**src/rtl/fp_pkg.sv**
```systemverilog
`timescale 1ns/1ps
package fp_pkg;
    typedef enum logic [1:0] {
        CLS_ZERO = 2'd0,
        CLS_NORM = 2'd1,
        CLS_INF  = 2'd2
    } fp_cls_e;
endpackage

```
**src/rtl/fp_unpack.sv**
```systemverilog
`timescale 1ns/1ps
module fp_unpack #(
    parameter int EXP_W  = 8,
    parameter int FRAC_W = 23
) (
    input  logic [EXP_W+FRAC_W:0] word_i,
    input  logic                  flip_i,
    output logic                  sign_o,
    output logic [EXP_W-1:0]      exp_o,
    output logic [FRAC_W:0]       sig_o,
    output fp_pkg::fp_cls_e       cls_o
);
    localparam int MSB = EXP_W + FRAC_W;

    always_comb begin
        sign_o = word_i[MSB] ^ flip_i;
        exp_o  = word_i[FRAC_W +: EXP_W];
        sig_o  = {1'b1, word_i[FRAC_W-1:0]};
        if (exp_o == '0)
            cls_o = fp_pkg::CLS_ZERO;
        else if (exp_o == '1)
            cls_o = fp_pkg::CLS_INF;
        else
            cls_o = fp_pkg::CLS_NORM;
    end
endmodule

```
**src/rtl/fp_align.sv**
```systemverilog
`timescale 1ns/1ps
module fp_align #(
    parameter int EXP_W  = 8,
    parameter int FRAC_W = 23
) (
    input  logic                  sign_a_i,
    input  logic [EXP_W-1:0]      exp_a_i,
    input  logic [FRAC_W:0]       sig_a_i,
    input  logic                  sign_b_i,
    input  logic [EXP_W-1:0]      exp_b_i,
    input  logic [FRAC_W:0]       sig_b_i,
    output logic                  big_sign_o,
    output logic                  small_sign_o,
    output logic [EXP_W-1:0]      big_exp_o,
    output logic [FRAC_W+3:0]     big_ext_o,
    output logic [FRAC_W+3:0]     small_ext_o
);
    localparam int XW  = FRAC_W + 4;
    localparam int SAT = FRAC_W + 3;

    logic              swap;
    logic [EXP_W-1:0]  small_exp;
    logic [FRAC_W:0]   big_sig, small_sig;
    logic [31:0]       diff, shamt;
    logic [2*XW-1:0]   wide;

    always_comb begin
        swap         = {exp_b_i, sig_b_i} > {exp_a_i, sig_a_i};
        big_sign_o   = swap ? sign_b_i : sign_a_i;
        small_sign_o = swap ? sign_a_i : sign_b_i;
        big_exp_o    = swap ? exp_b_i  : exp_a_i;
        small_exp    = swap ? exp_a_i  : exp_b_i;
        big_sig      = swap ? sig_b_i  : sig_a_i;
        small_sig    = swap ? sig_a_i  : sig_b_i;
        diff         = 32'(big_exp_o) - 32'(small_exp);
        shamt        = (diff > 32'(SAT)) ? 32'(SAT) : diff;
        wide         = {small_sig, 3'b000, {XW{1'b0}}} >> shamt;
        big_ext_o    = {big_sig, 3'b000};
        small_ext_o  = {wide[2*XW-1:XW+1], |wide[XW:0]};
    end
endmodule

```
**src/rtl/fp_norm_round.sv**
```systemverilog
`timescale 1ns/1ps
module fp_norm_round #(
    parameter int EXP_W  = 8,
    parameter int FRAC_W = 23
) (
    input  logic                  sign_i,
    input  logic [EXP_W-1:0]      exp_i,
    input  logic [FRAC_W+4:0]     sum_i,
    output logic [EXP_W+FRAC_W:0] res_o,
    output logic                  ovf_o,
    output logic                  unf_o
);
    localparam int XW   = FRAC_W + 4;
    localparam int EMAX = (1 << EXP_W) - 2;

    int                 lead, sh, e;
    logic [XW-2:0]      nrm;
    logic               grd, rbit, stk, up;
    logic [FRAC_W:0]    inc;

    always_comb begin
        lead = 0;
        for (int i = 0; i <= XW; i++)
            if (sum_i[i]) lead = i;
        sh = 0;
        if (lead == XW) begin
            nrm = {sum_i[XW-1:2], sum_i[1] | sum_i[0]};
            e   = int'(exp_i) + 1;
        end else begin
            sh  = XW - 1 - lead;
            nrm = (XW-1)'(sum_i[XW-2:0] << sh);
            e   = int'(exp_i) - sh;
        end
        grd  = nrm[2];
        rbit = nrm[1];
        stk  = nrm[0];
        up   = grd & (rbit | stk | nrm[3]);
        inc  = {1'b0, nrm[XW-2:3]} + {{FRAC_W{1'b0}}, up};
        if (inc[FRAC_W]) e = e + 1;

        ovf_o = 1'b0;
        unf_o = 1'b0;
        if (sum_i == '0) begin
            res_o = '0;
        end else if (e > EMAX) begin
            res_o = {sign_i, {EXP_W{1'b1}}, {FRAC_W{1'b0}}};
            ovf_o = 1'b1;
        end else if (e < 1) begin
            res_o = {sign_i, {(EXP_W+FRAC_W){1'b0}}};
            unf_o = 1'b1;
        end else begin
            res_o = {sign_i, EXP_W'(e), inc[FRAC_W-1:0]};
        end
    end
endmodule

```
**src/rtl/fp_addsub.sv**
```systemverilog
`timescale 1ns/1ps
module fp_addsub #(
    parameter int EXP_W  = 8,
    parameter int FRAC_W = 23
) (
    input  logic                  clk,
    input  logic                  rst_n,
    input  logic [EXP_W+FRAC_W:0] op_a,
    input  logic [EXP_W+FRAC_W:0] op_b,
    input  logic                  sub_sel,
    output logic [EXP_W+FRAC_W:0] res,
    output logic                  ovf,
    output logic                  unf
);
    import fp_pkg::*;

    localparam int WW = EXP_W + FRAC_W + 1;
    localparam int XW = FRAC_W + 4;
    localparam logic [WW-1:0] QNAN = {1'b0, {EXP_W{1'b1}}, 1'b1, {(FRAC_W-1){1'b0}}};

    typedef struct packed {
        logic [WW-1:0] res;
        logic          ovf;
        logic          unf;
    } out_t;

    out_t out_d, out_q;

    logic             sa, sb, big_s, small_s;
    logic [EXP_W-1:0] ea, eb, big_e;
    logic [FRAC_W:0]  ma, mb;
    fp_cls_e          ca, cb;
    logic [XW-1:0]    big_x, small_x;
    logic [XW:0]      sum;
    logic [WW-1:0]    nr_res;
    logic             nr_ovf, nr_unf;

    fp_unpack #(.EXP_W(EXP_W), .FRAC_W(FRAC_W)) u_unp_a (
        .word_i(op_a), .flip_i(1'b0), .sign_o(sa), .exp_o(ea), .sig_o(ma), .cls_o(ca));
    fp_unpack #(.EXP_W(EXP_W), .FRAC_W(FRAC_W)) u_unp_b (
        .word_i(op_b), .flip_i(sub_sel), .sign_o(sb), .exp_o(eb), .sig_o(mb), .cls_o(cb));

    fp_align #(.EXP_W(EXP_W), .FRAC_W(FRAC_W)) u_align (
        .sign_a_i(sa), .exp_a_i(ea), .sig_a_i(ma),
        .sign_b_i(sb), .exp_b_i(eb), .sig_b_i(mb),
        .big_sign_o(big_s), .small_sign_o(small_s), .big_exp_o(big_e),
        .big_ext_o(big_x), .small_ext_o(small_x));

    always_comb begin
        if (big_s ^ small_s)
            sum = {1'b0, big_x} - {1'b0, small_x};
        else
            sum = {1'b0, big_x} + {1'b0, small_x};
    end

    fp_norm_round #(.EXP_W(EXP_W), .FRAC_W(FRAC_W)) u_nr (
        .sign_i(big_s), .exp_i(big_e), .sum_i(sum),
        .res_o(nr_res), .ovf_o(nr_ovf), .unf_o(nr_unf));

    always_comb begin
        out_d = '0;
        if (ca == CLS_INF || cb == CLS_INF) begin
            if (ca == CLS_INF && cb == CLS_INF && sa != sb)
                out_d.res = QNAN;
            else
                out_d.res = {(ca == CLS_INF) ? sa : sb, {EXP_W{1'b1}}, {FRAC_W{1'b0}}};
        end else if (ca == CLS_ZERO) begin
            if (cb == CLS_ZERO)
                out_d.res = {sb, {(EXP_W+FRAC_W){1'b0}}};
            else
                out_d.res = {sb, eb, mb[FRAC_W-1:0]};
        end else if (cb == CLS_ZERO) begin
            out_d.res = op_a;
        end else begin
            out_d.res = nr_res;
            out_d.ovf = nr_ovf;
            out_d.unf = nr_unf;
        end
    end

    always_ff @(posedge clk) begin
        if (!rst_n)
            out_q <= '0;
        else
            out_q <= out_d;
    end

    assign res = out_q.res;
    assign ovf = out_q.ovf;
    assign unf = out_q.unf;
endmodule

```
**config.mk**
```make
export PLATFORM = sky130hd
export DESIGN_NAME = fp_addsub
export DESIGN_NICKNAME = d
export VERILOG_FILES = /design/src/rtl/fp_pkg.sv /design/src/rtl/fp_unpack.sv /design/src/rtl/fp_align.sv /design/src/rtl/fp_norm_round.sv /design/src/rtl/fp_addsub.sv
export SDC_FILE = /design/constraint.sdc
export NUM_CORES = 1
export LEC_CHECK = 0
export ABC_AREA = 1
export BUFFER_PORTS_ARGS = -buffer_cell sky130_fd_sc_hd__buf_2
export CAP_MARGIN = 40
export CORE_AREA = 3 3 192 213
export DETAILED_ROUTE_END_ITERATION = 10
export DIE_AREA = 0 0 195 216
export SLEW_MARGIN = 20
export SYNTH_ARGS = -nofsm -noshare
export SYNTH_HDL_FRONTEND = slang
export SYNTH_SLANG_ARGS = --single-unit
```
**constraint.sdc**
```tcl
create_clock -name clk -period 21.6 [get_ports clk]
set_input_delay 3.24 -clock clk [delete_from_list [all_inputs] [get_ports clk]]
set_output_delay 3.24 -clock clk [all_outputs]
set_load 0.005 [all_outputs]
```
==> flow_metrics.env, run 1 <==
export IMPL_status="complete, no violations"
export IMPL_final_hold_viol_count=0
export IMPL_rsz0062_at_grt="false"
export IMPL_cp_arrival_ns=18.69
export IMPL_numPortBuffers=100
export IMPL_postCtsHoldBufs=0
export IMPL_cts_buffers=5
export IMPL_cts_resized=0
export IMPL_start_util_pct=29.8
export IMPL_wl_met2_um=23300
export IMPL_place_gp_congestion=1.00
export IMPL_cp_max_fo=93
export IMPL_synth_cells=2184
export IMPL_synth_top_area_share_pct=20.7
export IMPL_yosysMostFrequentCell="nand2_1"
export IMPL_powerDensity_nw_per_um2=112
export IMPL_ant_nets=0
export IMPL_grt_max_degree=100
export IMPL_cts_root_buffer="clkbuf_16"
export IMPL_crit_path_top_delay_cell="nand2_1"
export IMPL_dpl_cell_count=2715
export IMPL_synth_common_cells="nand2_1 (639), nand3_1 (371), inv_1 (262)"
export IMPL_rows=76
export IMPL_worst_pin_slew_ns=0.864
export IMPL_met3_wirelength_um=3290
export IMPL_path_class="in2reg"
export IMPL_synth_cell_types=58
export IMPL_leakagePower_nw=6.67
export IMPL_cts_sinks=34
export IMPL_grt_pass1_vias=13441
export IMPL_cts_max_level=2
export IMPL_track_usage_pct=22.9
export IMPL_yosysSeqAreaShare_pct=5.86
export IMPL_top_layer="met4"
export IMPL_clkTransAtPathRegs_ns=0.07
export IMPL_met1_length_um=21900
export IMPL_antenna_found_initial=0
export IMPL_hpwl_um=42300
export IMPL_critPathCaptureType="flip-flop"
export IMPL_vdd_drop_max_mv=0.0412
export IMPL_die_h_um=216
export IMPL_tritoncts="built"
export IMPL_grt_pass1_wl_um=77200
export IMPL_dieArea_um2=42100
export IMPL_clockBufferDepth=2
export IMPL_dp_slack_ns=2.61
export IMPL_hp_class="in2reg"
export IMPL_synth_area_um2=11600
export IMPL_setup_ws_ns=3.12
export IMPL_stdcell_count=2729
export IMPL_slew_violations=0
export IMPL_synth_avg_cell_area_um2=5.32
export IMPL_ys_seq_elements=34
export IMPL_synth_nets=2347
export IMPL_drt_iter0_drc=1536
export IMPL_seq_area_um2=681
export IMPL_synth_area_top_cells="nand2_1 (21%), nand3_1 (16%), ha_1 (10%), inv_1 (8.5%), dfxtp_1 (5.9%)"
export IMPL_drcViolationCount=0
export IMPL_diodes=0
export IMPL_fillers=4509
export IMPL_timing_final_crit_share_pct=85.5
export IMPL_overflow=0
export IMPL_coreArea_um2=39000
export IMPL_postRouteWirelength_um=50800
export IMPL_synth_edf_count=0
export IMPL_dieWidth_um=195
export IMPL_fin_crit_ns=18.48
export IMPL_yosys_warnings=0
export IMPL_multi_input_area_um2=9390
export IMPL_routedWlPerCell_um=18.6
export IMPL_startpoint_type="input pin"
export IMPL_fmax_mhz=54.1
export IMPL_vias_per_cell=5.44
export IMPL_yosysTopAreaCell="nand2_1"
export IMPL_first_pass_iters=6
export IMPL_critPathMostFrequentCell="nand2_1"
export IMPL_syn2layout_area_growth_pct=9.43
export IMPL_io_pins=101
export IMPL_fin_tns_setup_ns=0
export IMPL_fin_nets=2384
export IMPL_async_flop_share_pct=0
export IMPL_drive_gt1_share_pct=10.0
export IMPL_vias=14844
export IMPL_max_slew_margin_pct=41.8
export IMPL_postCtsSetupRepairBufs=0
export IMPL_finalSetupViolations=0
export IMPL_max_stage_delay_ns=0.66
export IMPL_required_ns=21.81
export IMPL_maxCapViolations=0
export IMPL_ys_flop_type="dfxtp_1"
kinds of logic (layout without fill, tap and decap cells):
logic type / Yosys count / after routing / share of synthesized area [%]
AO/OA/AOI/OAI: 317 / 317 / 15.4
XOR/XNOR: 52 / 52 / 4.21
flip-flops: 34 / 34 / 5.86
AND/OR/NAND/NOR: 1308 / 1308 / 50.8
adder cells (fa/ha/maj): 96 / 96 / 10.5
buffers and inverters: 377 / 415 / 13.3
critical path: cells and delay by family:
family / cells / cell delay, ns
buf+inv: 10 / 1.85
xor+xnor: 1 / 0.32
simple gates: 40 / 7.64
compound gates: 19 / 3.69
fa+ha+maj: 5 / 1.88
sequential cells by signal (all words and copies together) (netlist names):
register / cells
ovf: 1
unf: 1
res: 32
report_power, final:
group	internal (mW)	switching [mW]
Sequential	0.0854	0.0119
Clock	0.0459	0.0308
Combinational	0.384	0.866
Total	0.515	0.909
area by class of cell:
type,instances,area share [%]
clock buffers,7,1.12
clock inverters,1,0.0394
inverters,285,8.42
multi-input cells,1773,73.9
flip-flops and latches,34,5.36
well taps,507,4.99
repair buffers,122,6.16
per-layer routing:
metal | up-vias | global-route usage [%]
met5 | - | 0
met3 | 107 | 1.65
met1 | 6852 | 30.6
met2 | 590 | 38.2
met4 | 0 | 8.96
li1 | 7295 | -
cells in the final DEF (no fill, tap or decap), types with 5 or more instances in the layout:
master,n
o22ai_1,22
nand3_2,9
o211ai_1,9
nor3_1,18
inv_2,17
clkbuf_16,6
a21oi_1,93
nor4_1,8
nor2_1,143
buf_8,5
nor2_2,7
xnor2_1,11
o21bai_1,9
inv_1,262
nand2_2,14
xor2_1,38
nand4_1,58
or2_2,11
o21ai_0,101
o21ai_1,46
dfxtp_1,34
ha_1,94
nand2_1,639
a21oi_2,6
clkinv_1,6
nand3_1,371
nor2_4,9
buf_4,5
buf_2,107
per-stage QoR:
step	utilization, %	hold slack [ns]	area (um2)	power (mW)
2_1_floorplan	-	3.39	11600	0.973
3_3_place_gp	31.6	3.55	12300	1.30
3_5_place_dp	32.0	3.55	12500	1.32
4_1_cts	32.4	3.25	12600	1.40
5_1_grt	32.6	3.26	12700	1.56
6_report	32.6	3.24	12700	1.42
final timing paths:
path              depth (start not counted)  slack (ns)      from  endpoint
hold / removal                            3        3.24  op_b[18]   res[18]
setup / recovery                         75        3.12  op_a[30]   res[17]
(Power assumes the default switching activity.)
==> run 2: changes to the inputs <==
--- a/config.mk
+++ b/config.mk
@@ -5,12 +5,11 @@
 export SDC_FILE = /design/constraint.sdc
 export NUM_CORES = 1
 export LEC_CHECK = 0
-export ABC_AREA = 1
 export BUFFER_PORTS_ARGS = -buffer_cell sky130_fd_sc_hd__buf_2
 export CAP_MARGIN = 40
-export CORE_AREA = 3 3 192 213
+export CORE_AREA = 3 3 206 228
 export DETAILED_ROUTE_END_ITERATION = 10
-export DIE_AREA = 0 0 195 216
+export DIE_AREA = 0 0 209 231
 export SLEW_MARGIN = 20
 export SYNTH_ARGS = -nofsm -noshare
 export SYNTH_HDL_FRONTEND = slang
==> run 2 against run 1 <==
Net effect:
- synthesized area rose by 16%
- largest power group unchanged
- final area rose by 15%
- count of clock-buffer cells in the layout fell by 2
- largest cell class unchanged
==> flow_metrics.env, run 2 <==
export IMPL_hpwl_um=52100
export IMPL_max_slew_margin_pct=38.5
export IMPL_yosysSeqAreaShare_pct=5.07
export IMPL_holdWs_ns=3.30
export IMPL_synth_nets=2182
export IMPL_cp_max_fo=36
export IMPL_hp_class="in2reg"
export IMPL_startpoint_type="input pin"
export IMPL_critPathMostFrequentCell="a21oi_1"
export IMPL_yosys_warnings=0
export IMPL_layout_commonest_cell="nand2_1"
export IMPL_dpl_cell_count=2609
export IMPL_cts_resized=0
export IMPL_synth_common_cells="nand2_1 (213), a21oi_1 (187), nor2_1 (186)"
export IMPL_path_class="in2reg"
export IMPL_stdcell_count=2623
export IMPL_cts_root_buffer="clkbuf_16"
export IMPL_async_flop_share_pct=0
export IMPL_drive_gt1_share_pct=13.7
export IMPL_synth_cells=2019
export IMPL_largest_reg_flops=32
export IMPL_rsz0062_at_grt="false"
export IMPL_stdcell_area_um2=14600
export IMPL_powerDensity_nw_per_um2=114
export IMPL_postRouteWirelength_um=65100
export IMPL_cts_sinks=34
export IMPL_grt_max_degree=54
export IMPL_layout_common_cells="nand2_1 (213), a21oi_1 (187), nor2_1 (186)"
export IMPL_worst_pin_slew_ns=0.920
export IMPL_syn2layout_area_growth_pct=9.01
export IMPL_p_sw_share_pct=62.3
export IMPL_status="complete, no violations"
export IMPL_grt_pass1_vias=15667
export IMPL_hold_end="res[22]"
export IMPL_grt_pass1_wl_um=97200
export IMPL_drcViolationCount=0
export IMPL_postCtsSetupRepairBufs=0
export IMPL_worstHoldStart="op_a[22]"
export IMPL_start_util_pct=30.1
export IMPL_cp_arrival_ns=20.19
export IMPL_rows=81
export IMPL_tritoncts="built"
export IMPL_antenna_found_initial=1
export IMPL_leakagePower_nw=6.19
export IMPL_critPathCaptureType="flip-flop"
export IMPL_place_area_um2=14400
export IMPL_final_hold_viol_count=0
export IMPL_dieArea_um2=48300
export IMPL_vias_per_cell=6.44
export IMPL_vias=16887
export IMPL_synth_cell_types=110
export IMPL_synth_top_area_share_pct=8.75
export IMPL_timing_final_crit_share_pct=92.6
export IMPL_dp_slack_ns=1.85
export IMPL_sequentialPowerShare_pct=4.6
export IMPL_ys_flop_type="dfxtp_1"
export IMPL_clockBufferDepth=2
export IMPL_clkTransAtPathRegs_ns=0.06
export IMPL_yosysTopAreaCell="ha_1"
export IMPL_synth_edf_count=0
export IMPL_fin_tns_setup_ns=0
export IMPL_synth_avg_cell_area_um2=6.66
export IMPL_hold_depth=3
export IMPL_die_h_um=231
export IMPL_required_ns=21.80
export IMPL_pwr_share_clk_pct=5.7
export IMPL_setup_ws_ns=1.61
export IMPL_fmax_mhz=50.0
export IMPL_ys_seq_elements=34
export IMPL_yosysMostFrequentCell="nand2_1"
export IMPL_place_gp_congestion=1.07
export IMPL_diodes=0
export IMPL_dieWidth_um=209
export IMPL_numPortBuffers=100
export IMPL_cts_max_level=2
export IMPL_coreArea_um2=44600
export IMPL_synth_area_top_cells="ha_1 (8.8%), a21oi_1 (7.0%), nand2_1 (5.9%), nor2_1 (5.2%), dfxtp_1 (5.1%)"
export IMPL_p_int_mw=0.628
export IMPL_cts_buffers=5
export IMPL_postCtsHoldBufs=0
export IMPL_fin_crit_ns=19.99
export IMPL_ant_nets=0
export IMPL_p_comb_share_pct=89.7
export IMPL_routedWlPerCell_um=24.8
export IMPL_track_usage_pct=25.4
export IMPL_io_pins=101
export IMPL_finalSetupViolations=0
export IMPL_max_stage_delay_ns=0.66
export IMPL_fin_util_pct=32.9
export IMPL_synth_area_um2=13400
export IMPL_first_pass_iters=6
export IMPL_drt_iter0_drc=2433
export IMPL_overflow=0
export IMPL_vdd_drop_max_mv=0.0486
export IMPL_slew_violations=0
export IMPL_fin_nets=2204
export IMPL_maxCapViolations=0
export IMPL_crit_path_top_delay_cell="a2111oi_0"
export IMPL_total_power_mw=1.66
export IMPL_netSwitchingPower_mw=1.04
## run 2: changes by cell type in the layout (fill, tap and decap cells not counted), moves of 39 or more
cell,change
inv_1,-142
nand3_1,-327
nor3_1,+50
a21o_1,+39
mux2i_1,+53
nand2_1,-426
a21oi_1,+94
nor2_1,+43
## run 2: power groups by stage
stage                     sequential (mW)  clock [mW]  combinational (mW)
after detailed placement           0.0773           0                1.42
after global routing               0.0766      0.0993                1.57
after global placement             0.0768           0                1.42
final                              0.0760      0.0952                1.49
after floorplan                    0.0775           0               0.981
after CTS                          0.0760      0.0967                1.43
## run 2: critical path: cells and delay by family
kind                     cells  cell delay, ns
adder cells (fa/ha/maj)      5            2.13
buffers and inverters       10            1.94
AO/OA/AOI/OAI               27            7.71
AND/OR/NAND/NOR             20            5.10
## run 2: routing by layer
| layer | share of wire, % | global-route usage, % | vias to the layer above |
|---|---|---|---|
| li1 | - | - | 7638 |
| met1 | 41 | 33.9 | 8039 |
| met2 | 45 | 40.6 | 1014 |
| met3 | 9.1 | 3.55 | 196 |
| met4 | 5.5 | 11.8 | 0 |
| met5 | 0 | 0 | - |
## run 2: final cells by class
class                   count  area (um2)
fillers                  4935       29900
multi-input cells        1727       11700
repair buffers            150         877
well taps                 581         727
flip-flops and latches     34         681
inverters                 123         462
clock buffers               5         125
clock inverters             3        68.8
## run 2: worst max path at each step
stage / from / to / slack [ns] / cells past startpoint
2_1_floorplan: op_a[15] / res[22] / 4.64 / 73
3_3_place_gp: op_a[28] / res[1] / 1.73 / 61
3_5_place_dp: op_a[29] / res[9] / 1.85 / 62
4_1_cts: op_a[28] / res[9] / 2.05 / 62
5_1_grt: op_a[29] / res[13] / 0.22 / 62
6_report: op_a[28] / res[9] / 1.61 / 62
## run 2: kinds of logic after synthesis
logic type	share of synthesized area, %
AOI/OAI and AO/OA	39.5
xor gates and xnor gates	4.67
adders and majority gates	9.05
buffers and inverters	8.13
DFF	5.07
muxes	7.01
and+or+nand+nor	26.6
